File: src/rtl/dac_input_register.sv
`timescale 1ns/1ps
module dac_input_register #(
  parameter int BYTE_W = 8,
  parameter int SYNC_N = 2
) (
  input  logic                  clk,
  input  logic                  rst_n,
  input  logic                  byte_mode,
  input  logic [BYTE_W-1:0]     data_in,
  input  logic                  cs,
  input  logic                  hi_en,
  input  logic                  lo_en,
  input  logic                  load,
  input  logic                  clr,
  output logic                  ser_out,
  output logic [2*BYTE_W-1:0]   dac_code
);
  localparam int DW = 2 * BYTE_W;
  localparam int PW = BYTE_W + 6;
  localparam logic [DW-1:0] MID = {1'b1, {(DW-1){1'b0}}};

  logic [PW-1:0] sync_q [SYNC_N];
  logic [PW-1:0] pins_s;
  logic [BYTE_W-1:0] bus_s;
  logic mode_s, cs_s, hi_s, lo_s, load_s, clr_s;
  logic cs_prev, cs_rise, shift_now, order_s;
  logic [DW-1:0] hold_q;

  always_ff @(posedge clk or negedge rst_n) begin
    if (!rst_n) begin
      for (int i = 0; i < SYNC_N; i++) sync_q[i] <= '0;
    end else begin
      sync_q[0] <= {clr, load, lo_en, hi_en, cs, byte_mode, data_in};
      for (int i = 1; i < SYNC_N; i++) sync_q[i] <= sync_q[i-1];
    end
  end

  assign pins_s = sync_q[SYNC_N-1];
  assign {clr_s, load_s, lo_s, hi_s, cs_s, mode_s, bus_s} = pins_s;
  assign order_s   = bus_s[1];
  assign cs_rise   = cs_s & ~cs_prev;
  assign shift_now = cs_rise & ~mode_s;

  always_ff @(posedge clk or negedge rst_n) begin
    if (!rst_n) cs_prev <= 1'b0;
    else        cs_prev <= cs_s;
  end

  always_ff @(posedge clk or negedge rst_n) begin
    if (!rst_n) begin
      hold_q  <= '0;
      ser_out <= 1'b0;
    end else if (shift_now) begin
      if (order_s) begin
        hold_q  <= {hold_q[DW-2:0], bus_s[0]};
        ser_out <= hold_q[DW-1];
      end else begin
        hold_q  <= {bus_s[0], hold_q[DW-1:1]};
        ser_out <= hold_q[0];
      end
    end else if (mode_s) begin
      if (hi_s) hold_q[DW-1:BYTE_W] <= bus_s;
      if (lo_s) hold_q[BYTE_W-1:0]  <= bus_s;
    end
  end

  always_ff @(posedge clk or negedge rst_n) begin
    if (!rst_n)      dac_code <= '0;
    else if (clr_s)  dac_code <= lo_s ? MID : '0;
    else if (load_s) dac_code <= hold_q;
  end


  clr_zero_chk: assert property (@(posedge clk) disable iff (!rst_n)
    clr_s |=> (dac_code == '0 || dac_code == MID));


  dac_hold_chk: assert property (@(posedge clk) disable iff (!rst_n)
    (!clr_s && !load_s) |=> $stable(dac_code));


  dac_follow_chk: assert property (@(posedge clk) disable iff (!rst_n)
    (load_s && !clr_s) |=> dac_code == $past(hold_q));


  hold_keep_chk: assert property (@(posedge clk) disable iff (!rst_n)
    (!cs_rise && !hi_s && !lo_s) |=> $stable(hold_q));


  sout_msb_chk: assert property (@(posedge clk) disable iff (!rst_n)
    (shift_now && order_s) |=> ser_out == $past(hold_q[DW-1]));


  sout_idle_chk: assert property (@(posedge clk) disable iff (!rst_n)
    !shift_now |=> $stable(ser_out));
endmodule

File: config.mk
export PLATFORM = sky130hd
export DESIGN_NAME = dac_input_register
export DESIGN_NICKNAME = d
export VERILOG_FILES = /design/src/rtl/dac_input_register.sv
export SDC_FILE = /design/constraint.sdc
export NUM_CORES = 1
export LEC_CHECK = 0
export ABC_CLOCK_PERIOD_IN_PS = 1420
export BUFFER_PORTS_ARGS = -buffer_cell sky130_fd_sc_hd__buf_2
export CORE_UTILIZATION = 50
export DETAILED_ROUTE_END_ITERATION = 10
export GPL_ROUTABILITY_DRIVEN = 0
export PLACE_DENSITY = 0.7
export SETUP_SLACK_MARGIN = 0.05
export SKIP_CTS_REPAIR_TIMING = 1
export SLEW_MARGIN = 25
export SYNTH_ARGS = -nofsm -noshare
export SYNTH_HDL_FRONTEND = slang
export SYNTH_SLANG_ARGS = --single-unit
File: constraint.sdc
create_clock -name clk -period 1.42 [get_ports clk]
set_input_delay 0.284 -clock clk [delete_from_list [all_inputs] [get_ports clk]]
set_output_delay 0.284 -clock clk [all_outputs]
set_load 0.05 [all_outputs]
After elaboration in Yosys (flattened, before gate mapping). Index checks and enable logic that the tools add are counted.

Latch bits: 0. Bits in read-only memories: 0. Memory bits (writable): 0. Output and inout port bits: 17. Bits in registers: 62. Logic and storage cells: 26. Memories: 0. Bits of input ports: 16.

Muxes and demuxes: 9. Eq/ne operators: 0. Reduce and logical (&&, ||, !) cells: 6. Shifts and indexed selects: 0. $mul: 0. Bitwise gates (word level): 4. Div/mod/pow operators: 0. Add/sub/neg operators: 0. Order comparisons: 0.

Operators by type and width (count): 16-bit two-way mux (6); 8-bit two-way mux (2); 2-bit nonzero test (4); 2-bit AND reduction (2); 1-bit bitwise AND (2); 1-bit inverter (2); 1-bit two-way mux (1).

Longest topological paths before layout.
Depth after elaboration: 5. Mapped depth: 4. Gate-level depth less buffers: 3.

Least setup slack after synthesis. OpenSTA, ideal clock, no wires.

Path type: register -> register. Start: reg sync_q, in the netlist pins_s[8]. End: reg hold_q[9]. Cell stages (with the launch flop): 5. Library setup time: 0.127 ns. Setup slack: 0.087 ns. Data required time: 1.293 ns. Arrival time: 1.206 ns. Cells stage by stage: dfrtp_1 > or3b_4 > clkbuf_8 > a32oi_1 > nand3_1.

Word-level cells in the longest chain between the ends: 4. Elaborated cells on any way between the ends: 6. Classes of those cells: 1 x mux; 2 x bitwise; 3 x reduce/logical.

Ends and longest elaborated chain: start, declared (RTL line 22) `logic [PW-1:0] sync_q [SYNC_N];`; 1-bit inverter (RTL line 42) `assign shift_now = cs_rise & ~mode_s;`; 1-bit bitwise AND (RTL line 42); 2-bit nonzero test (no source line); 2-bit AND reduction (no source line); end signal, assigned (RTL line 55) `hold_q <= {hold_q[DW-2:0], bus_s[0]};`; end signal, assigned (RTL line 58) `hold_q <= {bus_s[0], hold_q[DW-1:1]};`; end signal, assigned by index (RTL line 62) `if (hi_s) hold_q[DW-1:BYTE_W] <= bus_s;`; end, declared (RTL line 27) `logic [DW-1:0] hold_q;`.

Several ways; a longest one is shown, not always the timed one. A chain may end at the register's enable or synchronous reset.

Worst setup path in the final report.
Start: reg cs_prev. End: reg hold_q[2].

Word-level cells in the longest chain between the ends: 5. Elaborated cells on any way between the ends: 7. Classes of those cells: 1 x mux; 3 x bitwise; 3 x reduce/logical.

Ends and longest elaborated chain: start, declared (RTL line 26) `logic cs_prev, cs_rise, shift_now, order_s;`; start signal, assigned (RTL line 46) `else cs_prev <= cs_s;`; 1-bit inverter (*) (RTL line 41) `assign cs_rise = cs_s & ~cs_prev;`; 1-bit bitwise AND (*) (RTL line 41); 1-bit bitwise AND (*) (RTL line 42); 2-bit nonzero test (no source line); 2-bit AND reduction (no source line).

Mark *: on every way between the ends. The rest lies on a longest branch, timed or not.

==> metrics.txt <==
DRC viols 4; GRT Resource Usage Total 20.3%; Tcrit/Tclk final 96.1%; routed len/inst 16.0 µm; area grow syn2layout 21.3%; root buffer cell clkbuf_8; clk_skew 0.00987 ns; Detail Placement HPWL 2820 µm; CP max-delay cell or3b_4; Ports 33; pre-CTS setup slack -0.0288 ns; Syn Area/Cell 12.3 µm²; CP required 1.62 ns; CP Class reg2reg; crit start category flip-flop; delay-heaviest family, CP simple AND/OR/NAND/NOR gates; Die Wd 70.5 µm; synthesized net count 206; worst flop-to-flop path startpoint cs_prev$_DFF_PN0_; Synth cell types 24; Routed Wire Length 4600 µm; Worst path max stage delay 0.48 ns; Final Util 64.0%; max cap viols 0; CP Capture Type flip-flop; fin area 0.00285 mm²; filler cell count 342; clock sink total 62; Setup violations, final 0; failing checks design-rule violations; post-synthesis cell count 190; Hold Path Class in2reg; Overall Power 4.10 mW; worst skew pair latency 0.33 ns; final hold vios 0; CTS tree yes; crit-path max FO 8; WP buf/inv 0; fmax 733 MHz; routed vias 1,609; Hold Crit Start data_in[1]; antenna violations before repair 0; VDD IR max 0.730 mV; first-pass GRT wire length 7530 µm; pwr dens 1440 mW/mm²; Cell Chain, Critical Path or3b_4 -> a211oi_2 -> a31oi_1; vias in the first global route 1,558; Worst-path clk slew 0.06 ns; Core Area 0.00444 mm²; RSZ-0062 raised after global routing true; TritonCTS buffer count 9; Syn. warnings 0; Die Area 0.00497 mm²; Leak 1.36 nW; Antenna diodes 0; die height 70.5 µm; Slew HR 78.9%; CP startpoint cs_prev$_DFF_PN0_; largest net degree at the start of global routing 63; Tmin final 1.36 ns; DRT antenna net count 0; Longest Clk Path Bufs 2; Final #Nets 248; Seq/Total Area, Yosys 66.2%; Worst-Margin Slew 0.316 ns; Remaining Overflow, GRT 0; share of cells above drive strength 1 29.2%; via-per-instance ratio 5.59; dpl cell area 0.00258 mm²; Initial DRC Count 145; H-tree depth 3; # port buffers 32; first drt pass iteration count 7; Initial Util 52.8%; setup slack after layout 0.0554 ns; Slew Viols, Final 0; Cell Rows 24; status finished with violations; Syn Std Cell Area 0.00234 mm²; Seq cells post-synth 62; critical path data arrival time 1.57 ns
synthesized netlist by cell type:
library cell  number  area, µm²
nor3b_1            1       7.51
clkbuf_1           3       11.3
or3b_4             1       11.3
a211oi_1          10       75.1
o211ai_1           1       7.51
buf_2              4       20.0
nand3_1            5       25.0
nor2_1            18       67.6
a21oi_1            1       5.00
o21ai_0            3       15.0
nand2_1           27        101
buf_1              2       7.51
nor2b_1           10       62.6
clkbuf_8           1       13.8
buf_8              1       15.0
and2_2             2       15.0
nor4b_1            1       8.76
mux2i_1           20        200
buf_6              1       11.3
a31oi_1           10       62.6
inv_1              1       3.75
dfrtp_1           62       1550
a32oi_1            3       26.3
a221o_1            2       20.0
report_power, final:
group / switching [mW] / total [mW] / internal (mW)
registers: 0.151 / 2.08 / 1.93
clock network: 0.608 / 1.42 / 0.817
logic: 0.380 / 0.592 / 0.212
total: 1.14 / 4.10 / 2.96
logic make-up after synthesis:
| group | count (synthesis) | share of synthesized area (%) |
|---|---|---|
| compound gates | 30 | 9.02 |
| buf+inv | 13 | 3.52 |
| flops | 62 | 66.2 |
| mux | 20 | 8.54 |
| simple gates | 65 | 12.8 |
cell usage in the layout (no fill, tap or decap):
master         instances
nand2_1               27
nor2_1                18
a221o_1                2
o21ai_0                2
a31oi_1               10
mux2i_1               20
clkbuf_8              13
nand3_1                5
or3b_4                 3
nor4b_2                1
buf_4                  6
o211ai_1               1
nor3b_2                1
and2_4                 1
nor2b_1               10
a32oi_1                3
a21oi_1                1
o21ai_1                1
dlygate4sd3_1          1
dfrtp_2                2
clkbuf_1               2
and2_2                 1
a211oi_2               7
inv_1                  1
buf_2                 32
a211oi_1               3
buf_12                 2
dfrtp_1               60
final cells by class:
type,instances,area (µm²),area share (%)
multi-input combinational,117,781,27.4
tap,52,65.1,2.29
clock buffer,15,186,6.55
timing repair buffer,41,255,8.97
sequential,62,1550,54.6
inverter,1,3.75,0.132
flip-flops by register name, indices dropped and copies added (netlist names):
name	count
pins_s	14
hold_q	16
ser_out	1
cs_prev	1
sync_q	14
dac_code	16
routing by layer:
layer  part of all wire [%]  vias to the layer above  routed length [µm]  track usage (%)
met4                    2.5                        0                 116             11.8
met1                     43                      797                1980             25.4
met5                      0                        -                   0                0
met2                     49                       54                2270             32.5
met3                    5.0                       11                 229             4.47
li1                       -                      747                   -                -
per-stage QoR:
step                hold WS [ns]  setup TNS (ns)  std cells
floorplan                -0.0116               0        190
global placement           0.309               0        270
detailed placement         0.316         -0.0531        270
CTS                      -0.0406          -0.117        285
global route              0.0474               0        288
finish                    0.0537               0        288
final timing paths:
kind	endpoint	cells past startpoint	slack, ns
worst max-delay path	hold_q[2]$_DFFE_PN0P_	3	0.06
min in group asynchronous	dac_code[1]$_DFFE_PN0P_	3	0.49
worst min register to register	pins_s[11]$_DFF_PN0_	0	0.34
max in group asynchronous	cs_prev$_DFF_PN0_	3	0.65
worst max register to register	hold_q[2]$_DFFE_PN0P_	3	0.06
worst min-delay path	sync_q[15]$_DFF_PN0_	1	0.05
No activity file was read; power rests on OpenSTA's default activity.
